<file path="src/rtl/dat_walker_pkg.sv">
package dat_walker_pkg;

    localparam int ADDR_W  = 64;
    localparam int IDX_W   = 11;
    localparam int PIDX_W  = 8;
    localparam int PAGE_SH = 12;

    localparam int ROOT_REAL = 5;
    localparam int ENT_INV   = 5;
    localparam int ENT_PROT  = 9;
    localparam int SEG_FRAME = 10;
    localparam int PTE_INV   = 10;
    localparam int PTE_RSV   = 8;

    localparam logic [1:0] ACC_READ  = 2'd0;
    localparam logic [1:0] ACC_STORE = 2'd1;
    localparam logic [1:0] ACC_FETCH = 2'd2;

    localparam logic [7:0] EXC_PROT = 8'h04;
    localparam logic [7:0] EXC_SEG  = 8'h10;
    localparam logic [7:0] EXC_PAGE = 8'h11;
    localparam logic [7:0] EXC_SPEC = 8'h12;
    localparam logic [7:0] EXC_ASCE = 8'h38;
    localparam logic [7:0] EXC_RG1  = 8'h39;
    localparam logic [7:0] EXC_RG2  = 8'h3A;
    localparam logic [7:0] EXC_RG3  = 8'h3B;

    typedef enum logic [2:0] {
        ST_IDLE, ST_CHECK, ST_FETCH, ST_DECODE, ST_DONE, ST_FAULT
    } walk_state_e;

    function automatic logic [7:0] lvl_exc(input logic [1:0] lvl);
        unique case (lvl)
            2'd3:    return EXC_RG1;
            2'd2:    return EXC_RG2;
            2'd1:    return EXC_RG3;
            default: return EXC_SEG;
        endcase
    endfunction

    function automatic logic [1:0] top2_of(input logic [ADDR_W-1:0] a, input logic [1:0] lvl);
        unique case (lvl)
            2'd3:    return a[63:62];
            2'd2:    return a[52:51];
            2'd1:    return a[41:40];
            default: return a[30:29];
        endcase
    endfunction

endpackage

</file>
<file path="src/rtl/dat_walk_index.sv">
module dat_walk_index
    import dat_walker_pkg::*;
(
    input  logic [ADDR_W-1:0] laddr,
    input  logic [1:0]        lvl,
    input  logic              at_page,
    input  logic [ADDR_W-1:0] origin,
    output logic [ADDR_W-1:0] entry_addr
);
    localparam int PAD_W = ADDR_W - IDX_W - 3;

    logic [IDX_W-1:0] idx;

    always_comb begin
        if (at_page) begin
            idx = {{(IDX_W-PIDX_W){1'b0}}, laddr[PAGE_SH +: PIDX_W]};
        end else begin
            unique case (lvl)
                2'd3:    idx = laddr[63:53];
                2'd2:    idx = laddr[52:42];
                2'd1:    idx = laddr[41:31];
                default: idx = laddr[30:20];
            endcase
        end
    end

    assign entry_addr = origin + {{PAD_W{1'b0}}, idx, 3'b000};

endmodule

</file>
<file path="src/rtl/dat_walk_decode.sv">
module dat_walk_decode
    import dat_walker_pkg::*;
(
    input  logic [ADDR_W-1:0] entry,
    input  logic [ADDR_W-1:0] laddr,
    input  logic [1:0]        lvl,
    input  logic              at_page,
    input  logic              edat,
    output logic              fault,
    output logic [7:0]        exc,
    output logic              prot,
    output logic              leaf,
    output logic [ADDR_W-1:0] leaf_addr,
    output logic              to_page,
    output logic [ADDR_W-1:0] next_origin
);
    logic [1:0] nxt_top;
    assign nxt_top = top2_of(laddr, lvl - 2'd1);

    always_comb begin
        fault       = 1'b0;
        exc         = '0;
        prot        = 1'b0;
        leaf        = 1'b0;
        leaf_addr   = '0;
        to_page     = 1'b0;
        next_origin = '0;
        if (at_page) begin
            if (entry[PTE_INV]) begin
                fault = 1'b1;
                exc   = EXC_PAGE;
            end else if (entry[PTE_RSV]) begin
                fault = 1'b1;
                exc   = EXC_SPEC;
            end else begin
                leaf      = 1'b1;
                prot      = entry[ENT_PROT];
                leaf_addr = {entry[63:12], 12'h000};
            end
        end else if (entry[ENT_INV]) begin
            fault = 1'b1;
            exc   = lvl_exc(lvl);
        end else if (entry[3:2] != lvl) begin
            fault = 1'b1;
            exc   = EXC_SPEC;
        end else if (lvl == 2'd0) begin
            prot = entry[ENT_PROT];
            if (edat && entry[SEG_FRAME]) begin
                leaf      = 1'b1;
                leaf_addr = {entry[63:20], laddr[19:12], 12'h000};
            end else begin
                to_page     = 1'b1;
                next_origin = {entry[63:11], 11'h000};
            end
        end else if (nxt_top < entry[7:6] || nxt_top > entry[1:0]) begin
            fault = 1'b1;
            exc   = lvl_exc(lvl - 2'd1);
        end else begin
            prot        = edat & entry[ENT_PROT];
            next_origin = {entry[63:12], 12'h000};
        end
    end

endmodule

</file>
<file path="src/rtl/dat_walker.sv">
module dat_walker
    import dat_walker_pkg::*;
(
    input  logic              clk,
    input  logic              rst_n,
    input  logic              start_i,
    input  logic [ADDR_W-1:0] laddr_i,
    input  logic [ADDR_W-1:0] root_i,
    input  logic [1:0]        access_i,
    input  logic [1:0]        asc_i,
    input  logic              edat_i,
    output logic              mem_req_o,
    output logic [ADDR_W-1:0] mem_addr_o,
    input  logic              mem_gnt_i,
    input  logic              mem_rvalid_i,
    input  logic [ADDR_W-1:0] mem_rdata_i,
    output logic              busy_o,
    output logic              done_o,
    output logic              fault_o,
    output logic [ADDR_W-1:0] raddr_o,
    output logic              wr_ok_o,
    output logic [7:0]        exc_o,
    output logic [ADDR_W-1:0] tec_o,
    output logic [1:0]        ilen_o
);
    walk_state_e state_q, state_d;

    logic [ADDR_W-1:0] laddr_q, root_q, origin_q, entry_q, raddr_q;
    logic [1:0]        acc_q, asc_q, lvl_q;
    logic              edat_q, at_page_q, granted_q, wr_q, prot_flt_q;
    logic [7:0]        exc_q;

    logic [1:0] rtype;
    logic       too_wide, tl_over;
    assign rtype = root_q[3:2];

    // Root-level range checks, evaluated in ST_CHECK
    always_comb begin
        unique case (rtype)
            2'd3:    too_wide = 1'b0;
            2'd2:    too_wide = |laddr_q[63:53];
            2'd1:    too_wide = |laddr_q[63:42];
            default: too_wide = |laddr_q[63:31];
        endcase
        tl_over = top2_of(laddr_q, rtype) > root_q[1:0];
    end

    logic              d_fault, d_prot, d_leaf, d_to_page;
    logic [7:0]        d_exc;
    logic [ADDR_W-1:0] d_leaf_addr, d_next_origin;
    logic              wr_after, leaf_prot;

    dat_walk_index u_index (
        .laddr      (laddr_q),
        .lvl        (lvl_q),
        .at_page    (at_page_q),
        .origin     (origin_q),
        .entry_addr (mem_addr_o)
    );

    dat_walk_decode u_decode (
        .entry       (entry_q),
        .laddr       (laddr_q),
        .lvl         (lvl_q),
        .at_page     (at_page_q),
        .edat        (edat_q),
        .fault       (d_fault),
        .exc         (d_exc),
        .prot        (d_prot),
        .leaf        (d_leaf),
        .leaf_addr   (d_leaf_addr),
        .to_page     (d_to_page),
        .next_origin (d_next_origin)
    );

    assign wr_after  = wr_q & ~d_prot;
    assign leaf_prot = d_leaf && (acc_q == ACC_STORE) && !wr_after;

    always_comb begin
        state_d = state_q;
        unique case (state_q)
            ST_IDLE:   if (start_i) state_d = ST_CHECK;
            ST_CHECK: begin
                if (root_q[ROOT_REAL])         state_d = ST_DONE;
                else if (too_wide || tl_over)  state_d = ST_FAULT;
                else                           state_d = ST_FETCH;
            end
            ST_FETCH:  if (granted_q && mem_rvalid_i) state_d = ST_DECODE;
            ST_DECODE: begin
                if (d_fault || leaf_prot) state_d = ST_FAULT;
                else if (d_leaf)          state_d = ST_DONE;
                else                      state_d = ST_FETCH;
            end
            ST_DONE, ST_FAULT: state_d = ST_IDLE;
            default:           state_d = ST_IDLE;
        endcase
    end

    always_ff @(posedge clk or negedge rst_n) begin
        if (!rst_n) state_q <= ST_IDLE;
        else        state_q <= state_d;
    end

    always_ff @(posedge clk or negedge rst_n) begin
        if (!rst_n) begin
            laddr_q    <= '0;
            root_q     <= '0;
            origin_q   <= '0;
            entry_q    <= '0;
            raddr_q    <= '0;
            acc_q      <= ACC_READ;
            asc_q      <= '0;
            lvl_q      <= '0;
            edat_q     <= 1'b0;
            at_page_q  <= 1'b0;
            granted_q  <= 1'b0;
            wr_q       <= 1'b0;
            prot_flt_q <= 1'b0;
            exc_q      <= '0;
        end else begin
            unique case (state_q)
                ST_IDLE: if (start_i) begin
                    laddr_q    <= {laddr_i[ADDR_W-1:PAGE_SH], {PAGE_SH{1'b0}}};
                    root_q     <= root_i;
                    acc_q      <= access_i;
                    asc_q      <= asc_i;
                    edat_q     <= edat_i;
                    wr_q       <= 1'b1;
                    prot_flt_q <= 1'b0;
                    exc_q      <= '0;
                    at_page_q  <= 1'b0;
                    granted_q  <= 1'b0;
                end
                ST_CHECK: begin
                    lvl_q    <= rtype;
                    origin_q <= {root_q[63:12], 12'h000};
                    raddr_q  <= laddr_q;
                    if (too_wide)     exc_q <= EXC_ASCE;
                    else if (tl_over) exc_q <= lvl_exc(rtype);
                end
                ST_FETCH: begin
                    if (!granted_q && mem_gnt_i)    granted_q <= 1'b1;
                    if (granted_q && mem_rvalid_i)  entry_q   <= mem_rdata_i;
                end
                ST_DECODE: begin
                    granted_q <= 1'b0;
                    wr_q      <= wr_after;
                    if (d_fault) begin
                        exc_q <= d_exc;
                    end else if (leaf_prot) begin
                        exc_q      <= EXC_PROT;
                        prot_flt_q <= 1'b1;
                    end else if (d_leaf) begin
                        raddr_q <= d_leaf_addr;
                    end else begin
                        origin_q <= d_next_origin;
                        if (d_to_page) at_page_q <= 1'b1;
                        else           lvl_q     <= lvl_q - 2'd1;
                    end
                end
                default: ;
            endcase
        end
    end

    always_comb begin
        busy_o    = (state_q != ST_IDLE);
        done_o    = (state_q == ST_DONE);
        fault_o   = (state_q == ST_FAULT);
        mem_req_o = (state_q == ST_FETCH) && !granted_q;
        raddr_o   = raddr_q;
        wr_ok_o   = wr_q;
        exc_o     = exc_q;
        tec_o     = {laddr_q[63:12], (acc_q == ACC_STORE) ? 2'b01 : 2'b10,
                     7'b0, prot_flt_q, asc_q};
        ilen_o    = (fault_o && acc_q == ACC_FETCH) ? 2'd2 : 2'd0;
    end

    assert_req_hold_R4: assert property (@(posedge clk) disable iff (!rst_n)
        (mem_req_o && !mem_gnt_i) |=> (mem_req_o && $stable(mem_addr_o)));

    assert_real_direct_R1: assert property (@(posedge clk) disable iff (!rst_n)
        (done_o && root_q[ROOT_REAL]) |-> (raddr_o == laddr_q && wr_ok_o));

    assert_prot_store_only_R10: assert property (@(posedge clk) disable iff (!rst_n)
        (fault_o && exc_o == EXC_PROT) |-> (acc_q == ACC_STORE));

    assert_store_done_writable_R10: assert property (@(posedge clk) disable iff (!rst_n)
        (done_o && acc_q == ACC_STORE) |-> wr_ok_o);

    assert_result_aligned_R9: assert property (@(posedge clk) disable iff (!rst_n)
        done_o |-> (raddr_o[11:0] == 12'h000));

    assert_rvalid_after_grant_R4: assert property (@(posedge clk) disable iff (!rst_n)
        (state_q == ST_FETCH && mem_rvalid_i) |-> granted_q);

endmodule

</file>
<file path="config.mk">
export PLATFORM = sky130hd
export DESIGN_NAME = dat_walker
export DESIGN_NICKNAME = d
export VERILOG_FILES = /design/src/rtl/dat_walker_pkg.sv /design/src/rtl/dat_walk_index.sv /design/src/rtl/dat_walk_decode.sv /design/src/rtl/dat_walker.sv
export SDC_FILE = /design/constraint.sdc
export NUM_CORES = 1
export LEC_CHECK = 0
export BUFFER_PORTS_ARGS = -buffer_cell sky130_fd_sc_hd__buf_2
export CAP_MARGIN = 15
export CORE_UTILIZATION = 45
export CTS_CLUSTER_SIZE = 24
export DETAILED_ROUTE_END_ITERATION = 7
export GPL_TIMING_DRIVEN = 0
export PLACE_DENSITY = 0.7
export SLEW_MARGIN = 15
export SYNTH_ARGS = -nofsm -noshare
export SYNTH_HDL_FRONTEND = slang
export SYNTH_SLANG_ARGS = --single-unit
</file>
<file path="constraint.sdc">
create_clock -name clk -period 4.4 [get_ports clk]
set_input_delay 0.88 -clock clk [delete_from_list [all_inputs] [get_ports clk]]
set_output_delay 0.88 -clock clk [all_outputs]
set_load 0.01 [all_outputs]
</file>
* Yosys cells after proc, flatten, opt, wreduce, memory -nomap -nowiden
Index checks and enable logic that the tools add are counted.
** Storage, ports and cells
- Bits in registers :: 330
- Input port bits :: 202
- Output and inout port bits :: 207
- Logic and storage cells :: 180
** Operators by class
- Add/sub/neg operators :: 2
- Magnitude comparators :: 3
- Eq/ne operators :: 29
- Multiplexer cells :: 95
- Bitwise logic cells :: 3
- Reductions and logical operators :: 33
** Operator list (count)
- two-way mux 64 bit :: 19
- one-hot mux 64 bit (2 select lines) :: 2
- two-way mux 8 bit :: 11
- adder 64 x 14 -> 64 bit :: 1
- one-hot mux 6 bit (3 select lines) :: 3
- two-way mux 1 bit :: 35
- one-hot mux 11 bit (3 select lines) :: 1
- OR reduction 33 bit :: 1
- one-hot mux 8 bit (3 select lines) :: 1
- OR reduction 22 bit :: 1
- inequality test 2 bit, second input constant :: 10
- two-way mux 3 bit :: 6
- AND reduction 4 bit :: 4
- equality test 2 bit, second input constant :: 7
- two-way mux 2 bit :: 6
- one-hot mux 2 bit (3 select lines) :: 2
- one-hot mux 3 bit (4 select lines) :: 1
- two-way mux 11 bit :: 1
- OR reduction 11 bit :: 1
- nonzero test 3 bit :: 3
- equality test 2 x 1 -> 1 bit, second input constant :: 4
- AND reduction 2 bit :: 4
- logical AND 1 bit :: 7
- equality test 3 x 2 -> 1 bit, second input constant :: 2
- 21 further kinds :: 32

* Depth between registers and ports, before layout
- Word-level depth :: 17
- Gate-level depth with buffers :: 17
- Depth with buffers taken out :: 16

* By module
From an unflattened synthesis, not the netlist that was laid out.
** Unflattened totals
- Cells, all modules :: 1587
- Area total of the unflattened synthesis :: 17062.6 um^2
** Modules (own cells, without submodules)
- dat_walker :: instances 1, cells an instance 1107, area an instance 13581.8 um^2, sequential area each 8082.8 um^2
- dat_walk_index :: instances 1, cells an instance 273, area an instance 2075.7 um^2, sequential area each 0.0 um^2
- dat_walk_decode :: instances 1, cells an instance 207, area an instance 1405.1 um^2, sequential area each 0.0 um^2

* Least setup slack after synthesis
No wires, ideal clock.
- Kind :: reg-to-output
- From :: register lvl_q[1]
- To :: output port mem_addr_o[59]
- Arrival time :: 3.387 ns
- Data required time :: 3.520 ns
- Slack :: 0.133 ns
- Stages on the path, launching flop included :: 18
- Path buffers :: 1
- Cell sequence :: dfrtp_1 > inv_1 > ha_1 > clkbuf_1 > a222oi_1 > nor2_1 > a21oi_1 > nor2_1 > ha_1 > inv_1 > fa_1 > nor2b_1 > o21bai_1 > nor4_2 > nor2b_1 > nand4_1 > nor2_1 > xor2_1
** On the way
- Cells in the longest elaborated chain, start to end :: 4
- Elaborated cells on any way between the ends :: 6
- Classes of those cells :: 1 x add/sub; 3 x eq/ne; 2 x mux
** Ends and longest elaborated chain
- start: declaration :: line dat_walker.sv:29 : logic [1:0] acc_q, asc_q, lvl_q;
- start signal: assignment :: line dat_walker.sv:135 : lvl_q <= rtype;
- start signal: assignment :: line dat_walker.sv:158 : else lvl_q <= lvl_q - 2'd1;
- equality test 2 x 1 -> 1 bit or equality test 2 bit (tied branches) :: line dat_walk_index.sv:18 : unique case (lvl)
- one-hot mux 11 bit (3 select lines) (*) :: line dat_walk_index.sv:18
- two-way mux 11 bit (*) :: line dat_walk_index.sv:15 : if (at_page) begin
- adder 64 x 14 -> 64 bit (*) :: line dat_walk_index.sv:27 : assign entry_addr = origin + {{PAD_W{1'b0}}, idx, 3'b000};
- end: declaration :: line dat_walker.sv:13 : output logic [ADDR_W-1:0] mem_addr_o,
Every way passes the cells marked *; elsewhere a longest branch is shown, timed or not.

* Worst setup path in the final report
- From :: register lvl_q[1]
- To :: output port mem_addr_o[57]
The elaborated chain is that of the path after synthesis.

==> impl_metrics.ini <==
[outcome]
status = finished with violations
violations = setup timing

[die]
fp-row-count = 65
start_util_pct = 46.2
die_area_sq_um = 33500
pin_count = 409
core_area_sq_um = 31900
chipWidth_um = 183
die_h_um = 183

[placement]
hpwlAfterDp_um = 38100
gp_congestion = 0.943
dp_cells = 2188
pre_cts_slack_ns = -1.13
io_buffers = 363

[sta]
setup_viol = 47
whs_ns = 0.304
final_hold_viol_count = 0
tightestPinTransition_ns = 0.949
setup_slack_ns = -0.474
relSlewSlack_pct = 36.8
clock_skew_ns = 0.0179
final.min_clock_period_ns = 4.87
rsz0062_at_grt = true
fin_tns_setup_ns = -15.00
fmax_ghz = 0.205
period_share_pct = 111
slew_violations = 0

[power]
power_leakage_nw = 9.49
switchingPower_mw = 6.26
power_density_nw_per_um2 = 793
ir_drop_mv = 0.428
seqPwrFrac_pct = 35.1
internal-power_mw = 9.13
fin_total_pwr_mw = 15.4
switching_share_pct = 40.7
p_comb_share_pct = 45.0
clockPowerShare_pct = 19.9

[job]
maxCapViolCount = 0

[clock_tree]
cts_tree = built
numCtsBuffers = 35
clkSinkCount = 296
ctsHtreeMaxLevel = 2
clk_pin_slew_ns = 0.06
cts_buffer_depth = 3
clock_latency_ns = 0.52
clockRootBuffer = clkbuf_16
hold_buffers = 0

[synth]
synth_seq_area_share_pct = 50.2
synth_area_sq_um = 14700
postSynthAreaPerCell_sq_um = 10.8
ys_types = 62
synthArstFlopShare_pct = 100
synth_edf_count = 0
ys_ff_latch = 296
netlist_instances = 1362
yosysWarnings = 0
synthTopCellsByArea = dfrtp_1, mux2_2, nand2_1, o21ai_0, xnor2_1
synth_top_area_cell = dfrtp_1
ys.flop_type = dfrtp_1
synth_top_area_share_pct = 50.2

[route]
totalWireLength_um = 52000
drt_iter0_drc = 1014
via_per_inst = 5.63
ant_nets = 0
drt-pass1-iter-count = 5
drc = 0
vias = 12937
post_drt_wl_per_cell_um = 22.7

[finish]
drive_gt1_share_pct = 44.8
final_common_cell = buf_2
final_cell_mix = buf_2, dfrtp_1, mux2_2, nand2_1, o21ai_0
nets = 2049
fin_cells = 2296
synthToLayoutAreaGrowth_pct = 31.7
fill_cells = 2711

[global_route]
grt_pass1_wl_um = 76200
grt_max_degree = 88
grt_pass1_vias = 12591
grt_usage_pct = 30.4
gr-total-overflow = 0
antenna_found_initial = 8

[min_path]
hold_path.class = input port to asynchronous set/reset pin

[worst_setup_path]
rr_worst_depth = 15
cp.required_ns = 3.52
cp-end-kind = primary output
critPathKind = flop to primary output
crit_arrival_ns = 3.99
worst-path-max-fanout = 4
cp-start-kind = flop
[area by class of cell]
type	count	area (sq um)	share of cell area (%)
inverters	27	106	0.548
clock buffers	47	1000	5.16
flip-flops and latches	296	7410	38.2
well taps	435	544	2.80
plain buffers	107	622	3.20
diodes	8	20.0	0.103
repair buffers	405	2280	11.7
clock inverters	15	218	1.12
multi-input cells	956	7220	37.2
[worst paths after layout]
path | start | to | slack, ns
worst max-delay path | lvl_q[1]$_DFFE_PN0P_ | mem_addr_o[57] | -0.47
worst min-delay path | rst_n | root_q[25]$_DFFE_PN0P_ | 0.30
worst max register to register | lvl_q[0]$_DFFE_PN0P_ | raddr_o[30]$_DFFE_PN0P_ | 0.47
worst min register to register | asc_q[1]$_DFFE_PN0P_ | asc_q[1]$_DFFE_PN0P_ | 0.50
max in group asynchronous | rst_n | root_q[55]$_DFFE_PN0P_ | 2.92
min in group clk | asc_q[1]$_DFFE_PN0P_ | asc_q[1]$_DFFE_PN0P_ | 0.50
[cell families after synthesis]
| logic type | count (synthesis) | synth area share, % |
|---|---|---|
| AND/OR/NAND/NOR | 377 | 12.4 |
| buffers and inverters | 134 | 4.70 |
| flip-flops | 296 | 50.2 |
| multiplexers | 228 | 17.4 |
| other | 1 | 0.0254 |
| XOR/XNOR | 53 | 3.15 |
| AO/OA/AOI/OAI | 254 | 10.5 |
| adder cells (fa/ha/maj) | 19 | 1.66 |
[power groups by stage]
stage / Sequential, mW / Combinational (mW) / Clock, mW
after floorplan: 5.03 / 3.81 / 0
after global placement: 5.29 / 6.10 / 0
after detailed placement: 5.33 / 6.26 / 0
after CTS: 5.31 / 6.54 / 3.11
after global routing: 5.53 / 7.44 / 3.21
final: 5.40 / 6.92 / 3.07
[registers in the layout, summed over array words and instances (netlist names)]
signal,cells
root_q,57
prot_flt_q,1
entry_q,63
wr_ok_o,1
state_q,3
edat_q,1
lvl_q,2
laddr_q,52
acc_q,2
asc_q,2
raddr_o,52
origin_q,53
at_page_q,1
granted_q,1
exc_o,5
[per-layer routing]
| metal | global-route usage [%] | vias to the layer above | share of wire [%] |
|---|---|---|---|
| met5 | 0 | - | 0 |
| met4 | 14.6 | 0 | 4.6 |
| met3 | 4.73 | 126 | 7.3 |
| met2 | 48.5 | 677 | 47 |
| met1 | 40.6 | 6421 | 41 |
| li1 | - | 5713 | - |
[metrics by stage]
| step | area, sq um | utilization [%] |
|---|---|---|
| after global placement | 17200 | 53.9 |
| final | 19400 | 60.9 |
| after floorplan | 14800 | - |
| after CTS | 18900 | 59.4 |
| after global routing | 19400 | 60.9 |
| after detailed placement | 17300 | 54.2 |
[synth_stat cells (9+ instances only)]
library cell / instances
nor3_1: 17
mux2_2: 219
nor2_1: 41
clkbuf_1: 46
nand4_1: 13
buf_2: 19
a211oi_1: 10
dfrtp_1: 296
ha_1: 18
a21oi_1: 63
and3_1: 53
buf_4: 32
nand2_1: 184
xnor2_1: 40
o21ai_0: 98
a222oi_1: 14
xor2_1: 13
o21ai_1: 18
nand3_1: 20
a21o_1: 12
inv_1: 27
a22o_1: 9
[repair_timing]
action	4_1_cts	5_1_grt
setup endpoints to repair	50	49
setup buffers	21	19
pin swaps	18	41
resized for setup	66	66
[critical path, cell delays in order (launching register included)]
cell,delay (ns)
dfrtp_2,0.46
buf_6,0.14
ha_4,0.15
buf_8,0.12
a222oi_1,0.54
nor2_1,0.08
a21oi_1,0.13
nor2_1,0.06
ha_2,0.21
inv_2,0.05
fa_2,0.23
nor2b_4,0.06
buf_6,0.12
o21bai_4,0.20
nor4_4,0.05
buf_4,0.17
nor2b_4,0.14
nand4_1,0.15
buf_4,0.14
xnor2_2,0.09
buf_2,0.15
Power figures use the tool's default switching activity.
